## src/rtl/timer16_pkg.sv

```systemverilog
package timer16_pkg;

    localparam int BYTE_W = 8;
    localparam int CNT_W  = 2 * BYTE_W;
    localparam int PS_W   = 3;
    localparam int ADDR_W = 3;

    localparam logic [ADDR_W-1:0] ADR_CTRL   = 3'd0;
    localparam logic [ADDR_W-1:0] ADR_CNT_HI = 3'd1;
    localparam logic [ADDR_W-1:0] ADR_CNT_LO = 3'd2;
    localparam logic [ADDR_W-1:0] ADR_RLD_HI = 3'd3;
    localparam logic [ADDR_W-1:0] ADR_RLD_LO = 3'd4;

    typedef enum logic {
        MODE_CMP  = 1'b0,
        MODE_GATE = 1'b1
    } tmode_e;

    // Control byte, MSB first
    typedef struct packed {
        logic [PS_W-1:0] pscale;
        logic            out_init;
        logic            out_en;
        logic            pol;
        tmode_e          mode;
        logic            en;
    } ctrl_t;

    // Terminal value of the prescale accumulator for a given exponent
    function automatic logic [(1<<PS_W)-2:0] pre_limit(input logic [PS_W-1:0] sel);
        logic [(1<<PS_W)-2:0] ones;
        ones = '1;
        return ~(ones << sel);
    endfunction

endpackage

```

## src/rtl/timer16_sync.sv

```systemverilog
module timer16_sync #(
    parameter int STAGES = 2
) (
    input  logic clk,
    input  logic rst,
    input  logic din,
    output logic dout,
    output logic dout_prev
);

    logic [STAGES-1:0] chain;

    always_ff @(posedge clk) begin
        if (rst) begin
            chain     <= '0;
            dout_prev <= 1'b0;
        end else begin
            chain     <= {chain[STAGES-2:0], din};
            dout_prev <= chain[STAGES-1];
        end
    end

    assign dout = chain[STAGES-1];

    // the synchronized level is the raw input delayed by exactly STAGES edges
    generate
        if (STAGES == 2) begin : g_chk2
            assert_sync_delay_R6: assert property (@(posedge clk) disable iff (rst)
                !$isunknown($past(din, 2)) |-> dout == $past(din, 2) || $past(rst, 2) || $past(rst));
        end
    endgenerate

endmodule

```

## src/rtl/timer16_prescale.sv

```systemverilog
module timer16_prescale
    import timer16_pkg::*;
#(
    parameter int SEL_W = PS_W
) (
    input  logic             clk,
    input  logic             rst,
    input  logic             clear,
    input  logic             adv,
    input  logic [SEL_W-1:0] sel,
    output logic             tick
);

    localparam int ACC_W = (1 << SEL_W) - 1;

    logic [ACC_W-1:0] acc;
    logic [ACC_W-1:0] limit;

    always_comb begin
        limit = pre_limit(sel);
        tick  = adv && !clear && (acc >= limit);
    end

    always_ff @(posedge clk) begin
        if (rst || clear) begin
            acc <= '0;
        end else if (adv) begin
            acc <= tick ? '0 : acc + 1'b1;
        end
    end

    // a running prescaler steps by one until its tick
    assert_pre_step_R3: assert property (@(posedge clk) disable iff (rst)
        (adv && !clear && !tick) |=> acc == $past(acc) + 1'b1);

    // disabled means empty prescaler on the next cycle
    assert_pre_clear_R3: assert property (@(posedge clk) disable iff (rst)
        clear |=> acc == '0);

endmodule

```

## src/rtl/timer16_count.sv

```systemverilog
module timer16_count
    import timer16_pkg::*;
(
    input  logic              clk,
    input  logic              rst,
    input  logic              tick,
    input  tmode_e            mode,
    input  logic              gate_fell,
    input  logic              wr_hi,
    input  logic              wr_lo,
    input  logic [BYTE_W-1:0] wdata,
    input  logic [CNT_W-1:0]  reload,
    input  logic              out_load,
    input  logic              out_init,
    output logic [CNT_W-1:0]  count,
    output logic              out_state,
    output logic              irq
);

    logic [CNT_W-1:0] nxt;
    logic             hit;
    logic             cnt_wr;
    logic             evt;

    always_comb begin
        nxt    = count + 1'b1;
        hit    = tick && (nxt == reload);
        cnt_wr = wr_hi || wr_lo;
        evt    = hit && !cnt_wr;
    end

    always_ff @(posedge clk) begin
        if (rst) begin
            count     <= '0;
            out_state <= 1'b0;
            irq       <= 1'b0;
        end else begin
            irq <= evt || gate_fell;
            if (cnt_wr) begin
                count <= {wr_hi ? wdata : count[CNT_W-1:BYTE_W],
                          wr_lo ? wdata : count[BYTE_W-1:0]};
            end else if (tick) begin
                count <= (hit && mode == MODE_GATE) ? CNT_W'(1) : nxt;
            end
            if (out_load) begin
                out_state <= out_init;
            end else if (evt) begin
                out_state <= ~out_state;
            end
        end
    end

    // compare mode never reloads, it only steps (with wrap)
    assert_cmp_step_R4: assert property (@(posedge clk) disable iff (rst)
        (tick && mode == MODE_CMP && !cnt_wr) |=> count == $past(count) + 1'b1);

    // a gated reload lands on one
    assert_gate_reload_R7: assert property (@(posedge clk) disable iff (rst)
        (evt && mode == MODE_GATE) |=> count == CNT_W'(1));

    // output level moves only on an event or a disabling control write
    assert_out_cause_R9: assert property (@(posedge clk) disable iff (rst)
        !$stable(out_state) |-> $past(evt || out_load));

    // a written low byte is what the counter holds next
    assert_write_wins_R10: assert property (@(posedge clk) disable iff (rst)
        wr_lo |=> count[BYTE_W-1:0] == $past(wdata));

endmodule

```

## src/rtl/timer16_gcmp.sv

```systemverilog
module timer16_gcmp
    import timer16_pkg::*;
#(
    parameter int SYNC_STAGES = 2
) (
    input  logic              clk,
    input  logic              rst,
    input  logic              reg_wr,
    input  logic [ADDR_W-1:0] reg_addr,
    input  logic [BYTE_W-1:0] reg_wdata,
    output logic [BYTE_W-1:0] reg_rdata,
    input  logic              tmr_in,
    output logic              tmr_out,
    output logic              irq
);

    ctrl_t            ctrl;
    logic [CNT_W-1:0] reload;
    logic [CNT_W-1:0] count;
    logic             in_sync;
    logic             in_prev;
    logic             gate_act;
    logic             run;
    logic             gate_fell;
    logic             tick;
    logic             out_state;
    logic             wr_ctrl;
    logic             wr_cnt_hi;
    logic             wr_cnt_lo;

    always_comb begin
        wr_ctrl   = reg_wr && (reg_addr == ADR_CTRL);
        wr_cnt_hi = reg_wr && (reg_addr == ADR_CNT_HI);
        wr_cnt_lo = reg_wr && (reg_addr == ADR_CNT_LO);
    end

    always_ff @(posedge clk) begin
        if (rst) begin
            ctrl   <= '0;
            reload <= '0;
        end else if (reg_wr) begin
            case (reg_addr)
                ADR_CTRL:   ctrl                   <= ctrl_t'(reg_wdata);
                ADR_RLD_HI: reload[CNT_W-1:BYTE_W] <= reg_wdata;
                ADR_RLD_LO: reload[BYTE_W-1:0]     <= reg_wdata;
                default:    ;
            endcase
        end
    end

    timer16_sync #(.STAGES(SYNC_STAGES)) u_sync (
        .clk       (clk),
        .rst       (rst),
        .din       (tmr_in),
        .dout      (in_sync),
        .dout_prev (in_prev)
    );

    always_comb begin
        gate_act  = (ctrl.mode == MODE_GATE) ? (in_sync == ctrl.pol) : 1'b1;
        run       = ctrl.en && gate_act;
        gate_fell = ctrl.en && (ctrl.mode == MODE_GATE)
                    && (in_prev == ctrl.pol) && (in_sync != ctrl.pol);
    end

    timer16_prescale u_pre (
        .clk   (clk),
        .rst   (rst),
        .clear (!ctrl.en),
        .adv   (run),
        .sel   (ctrl.pscale),
        .tick  (tick)
    );

    timer16_count u_cnt (
        .clk       (clk),
        .rst       (rst),
        .tick      (tick),
        .mode      (ctrl.mode),
        .gate_fell (gate_fell),
        .wr_hi     (wr_cnt_hi),
        .wr_lo     (wr_cnt_lo),
        .wdata     (reg_wdata),
        .reload    (reload),
        .out_load  (wr_ctrl && !reg_wdata[0]),
        .out_init  (reg_wdata[4]),
        .count     (count),
        .out_state (out_state),
        .irq       (irq)
    );

    always_comb begin
        case (reg_addr)
            ADR_CTRL:   reg_rdata = ctrl;
            ADR_CNT_HI: reg_rdata = count[CNT_W-1:BYTE_W];
            ADR_CNT_LO: reg_rdata = count[BYTE_W-1:0];
            ADR_RLD_HI: reg_rdata = reload[CNT_W-1:BYTE_W];
            ADR_RLD_LO: reg_rdata = reload[BYTE_W-1:0];
            default:    reg_rdata = '0;
        endcase
        tmr_out = ctrl.out_en && out_state;
    end

    // an interrupt pulse follows a cycle in which the timer was enabled
    assert_irq_enabled_R11: assert property (@(posedge clk) disable iff (rst)
        irq |-> $past(ctrl.en));

    // a disabled timer with no count write keeps its count
    assert_hold_disabled_R12: assert property (@(posedge clk) disable iff (rst)
        (!ctrl.en && !wr_cnt_hi && !wr_cnt_lo) |=> $stable(count));

    // in gated mode no tick while the gate is inactive
    assert_gate_blocks_R6: assert property (@(posedge clk) disable iff (rst)
        (ctrl.mode == MODE_GATE && in_sync != ctrl.pol) |-> !tick);

endmodule

```

## config.mk

```make
export PLATFORM = sky130hd
export DESIGN_NAME = timer16_gcmp
export DESIGN_NICKNAME = d
export VERILOG_FILES = /design/src/rtl/timer16_pkg.sv /design/src/rtl/timer16_sync.sv /design/src/rtl/timer16_prescale.sv /design/src/rtl/timer16_count.sv /design/src/rtl/timer16_gcmp.sv
export SDC_FILE = /design/constraint.sdc
export NUM_CORES = 1
export LEC_CHECK = 0
export ABC_AREA = 1
export BUFFER_PORTS_ARGS = -buffer_cell sky130_fd_sc_hd__buf_4
export CELL_PAD_IN_SITES_DETAIL_PLACEMENT = 1
export CELL_PAD_IN_SITES_GLOBAL_PLACEMENT = 2
export CORE_ASPECT_RATIO = 2
export CORE_MARGIN = 4
export CORE_UTILIZATION = 30
export CTS_BUF_LIST = sky130_fd_sc_hd__clkbuf_4 sky130_fd_sc_hd__clkbuf_8 sky130_fd_sc_hd__clkbuf_16
export CTS_CLUSTER_DIAMETER = 120
export DETAILED_ROUTE_END_ITERATION = 8
export PLACE_DENSITY = 0.78
export SLEW_MARGIN = 20
export SYNTH_ARGS = -nofsm -noshare
export SYNTH_HDL_FRONTEND = slang
export SYNTH_SLANG_ARGS = --single-unit
```

## constraint.sdc

```tcl
create_clock -name clk -period 1.8 [get_ports clk]
set_input_delay 0.27 -clock clk [delete_from_list [all_inputs] [get_ports clk]]
set_output_delay 0.27 -clock clk [all_outputs]
set_load 0.005 [all_outputs]
```

==> flow_metrics.tcl <==
set metrics [dict create \
    slew-limit-headroom_pct 73.2 \
    r2r_slack_ps -380 \
    r2r-start "u_cnt.count[4]$_SDFFE_PP0P_" \
    fp.dieH_microns 159 \
    slew_violations 0 \
    period_share_pct 121 \
    grt-ovfl-total 0 \
    die_area_sq_mm 0.0132 \
    yosysUniqueCellTypes 31 \
    hp-start "tmr_in" \
    worstPathArrival_ps 2420 \
    seq_area_frac_synth_pct 30.6 \
    grt_pass1_vias 4510 \
    port_buffers 24 \
    status "finished with violations" \
    drt_iter0_drc 167 \
    critPathBufInv 2 \
    drc 0 \
    die_w_microns 83.3 \
    fmax_mhz 458 \
    final_core_util_pct 46.9 \
    fin_area_sq_mm 0.00516 \
    cp_slowest_stage_delay_ps 400 \
    placementRows 54 \
    setup_viol 18 \
    min_period_ps 2180 \
    worstSetupPathType "register to register" \
    syn_nets 553 \
    layout_common_cells "buf_4, nand2_1, inv_1" \
    grt_pass1_wl_microns 22900 \
    cts_sinks 52 \
    coreArea_sq_mm 0.0110 \
    crit_top_cell "nand2_1" \
    fin_nets 671 \
    cp_top_family "simple AND/OR/NAND/NOR gates" \
    rr_worst_depth 16 \
    p_leak_nw 2.24 \
    critPathMaxFanout 9 \
    violations "setup timing" \
    crit_start "u_cnt.count[4]$_SDFFE_PP0P_" \
    hold_end "u_sync.chain[0]$_SDFF_PP0_" \
    numCtsBuffers 5 \
    place.gp.congestion 0.849 \
    h-tree-depth 2 \
    critPathCaptureType "register" \
    dpl_cell_area_sq_mm 0.00434 \
    rr_endpoint "u_cnt.count[0]$_SDFFE_PP0P_" \
    finalHoldViolations 0 \
    avgSynthCellArea_sq_um 6.44 \
    ir_drop_v 0.000451 \
    setup_ws_ps -385 \
    timing.max_cap.violations 0 \
    track_usage_pct 22.6 \
    worst_pin_slew_ps 400 \
    vias_per_cell 5.23 \
    cp_cell_sequence "nand2_4 > nor2_4 > buf_12 > nand2_4 > nand2_2 > nand2_1 > nand2_1 > nand3_2 > nor2_4 > nand2_2 > nor2_4 > nand3_4 > buf_12 > nand2_1 > nand2_1 > a21oi_1" \
    ys_warn_count 0 \
    crit_slowest_cell "dfxtp_2" \
    crit_required_ps 2040 \
    grt_setup_unrepaired "yes" \
    final_layout_size_suffix_gt1_share_pct 42.6 \
    powerDensity_mw_per_mm2 605 \
    root_buffer "clkbuf_16" \
    n_fill_cell 1416 \
    vias 4124 \
    hpwl_microns 11300 \
    hold_depth 3 \
    wl_per_cell_microns 19.3 \
    start_util_pct 30.9 \
    clkLatencyLatePin_ps 310 \
    cts_hold_buf 0 \
    totalWireLength_microns 15200 \
    grt_max_degree 24 \
    pre_cts_ws_ps -609 \
    ant_nets 0 \
    min_path_type "input pin to register" \
    ys_seq_elements 52 \
    final_common_cell "buf_4" \
    cts_tree "done" \
    syn2layout_area_growth_pct 51.6 \
    critPathLaunchType "register" \
    io_pins 25 \
    finClkSkew_ps 7.40 \
    clk_pin_slew_worst_paths_ps 80 \
    cts_max_path_buffers 2 \
    diodes 0 \
    power_mw 3.13 \
    synth_cells 529 \
    antenna_found_initial 0 \
    drt_first_pass_iters 6 \
    synthesis.area_sq_mm 0.00341 \
]
==> cell usage after synthesis (all sizes together) <==
cell type,n,area (sq um)
clkbuf,10,37.5
nand2,120,498
nand3,44,233
ha,9,113
dfxtp,52,1040
a21o,1,7.51
buf,2,16.3
nor3b,1,7.51
xor2,2,17.5
a221oi,8,70.1
inv,77,289
xnor2,2,17.5
nand4,9,56.3
a21oi,49,283
nor2,71,334
a211oi,1,7.51
or2,1,6.26
o21a,1,7.51
o22ai,7,43.8
nor3,5,35.0
o21ai,57,285
==> worst min-delay path: cells and delay by family <==
kind	cells	cell delay (ps)
buf+inv	2	100
simple gates	1	70
==> stage by stage <==
| stage | TNS (ps) | hold WS [ps] | cells |
|---|---|---|---|
| 2_1_floorplan | -196 | 377 | 529 |
| 3_3_place_gp | -10390 | 397 | 758 |
| 3_5_place_dp | -11220 | 406 | 758 |
| 4_1_cts | -6410 | 177 | 770 |
| 5_1_grt | -8030 | 179 | 788 |
| 6_report | -5880 | 176 | 788 |
==> state kept, by name (all words and copies together) (netlist names) <==
name and count:
u_sync.dout_prev 1, u_cnt.irq 1, u_cnt.out_state 1, u_sync.chain 2, ctrl 8, u_cnt.count 16, reload 16, u_pre.acc 7
==> kinds of logic (layout without fill, tap and decap cells) <==
kind of cell,after synthesis,in the layout,share of synthesized area (%)
XOR/XNOR,4,4,1.03
AO/OA/AOI/OAI,124,124,20.7
buffers and inverters,89,206,10.1
flip-flops,52,52,30.6
adder cells (fa/ha/maj),9,9,3.31
AND/OR/NAND/NOR,251,253,34.3
==> metal layers <==
| layer | GRT usage, % | routed length [microns] | up-vias | part of all wire, % |
|---|---|---|---|---|
| met5 | 0 | 0 | - | 0 |
| met4 | 16.4 | 967 | 0 | 6.4 |
| met3 | 2.18 | 246 | 51 | 1.6 |
| met2 | 45.1 | 8720 | 76 | 57 |
| met1 | 20.8 | 5260 | 2026 | 35 |
| li1 | - | - | 1971 | - |
==> area by class of cell <==
class | instances | area, sq um | area share, %
clock inverter | 3 | 41.3 | 0.800
inverter | 77 | 294 | 5.69
sequential | 52 | 1070 | 20.7
clock buffer | 5 | 125 | 2.42
timing repair buffer | 121 | 1020 | 19.7
tap | 140 | 175 | 3.39
multi-input combinational | 390 | 2440 | 47.3
==> how the worst max path moves through the flow <==
| stage | end | cells past startpoint |
|---|---|---|
| floorplan | u_cnt.count[15]$_SDFFE_PP0P_ | 14 |
| finish | u_cnt.count[0]$_SDFFE_PP0P_ | 16 |
| global placement | u_cnt.count[0]$_SDFFE_PP0P_ | 14 |
| CTS | u_cnt.count[6]$_SDFFE_PP0P_ | 15 |
| detailed placement | u_cnt.count[0]$_SDFFE_PP0P_ | 15 |
| global route | u_cnt.count[0]$_SDFFE_PP0P_ | 16 |
==> where the power goes <==
part	switching (mW)	internal, mW
Sequential	0.0520	1.20
Combinational	0.413	0.298
Clock	0.509	0.658
==> repair_timing <==
action                     4_1_cts  5_1_grt
resized for setup               42       94
setup endpoints to repair       30       32
pin swaps                       10       28
buffers inserted                 4       16
cloned                           0        2
Power figures use the tool's default switching activity.
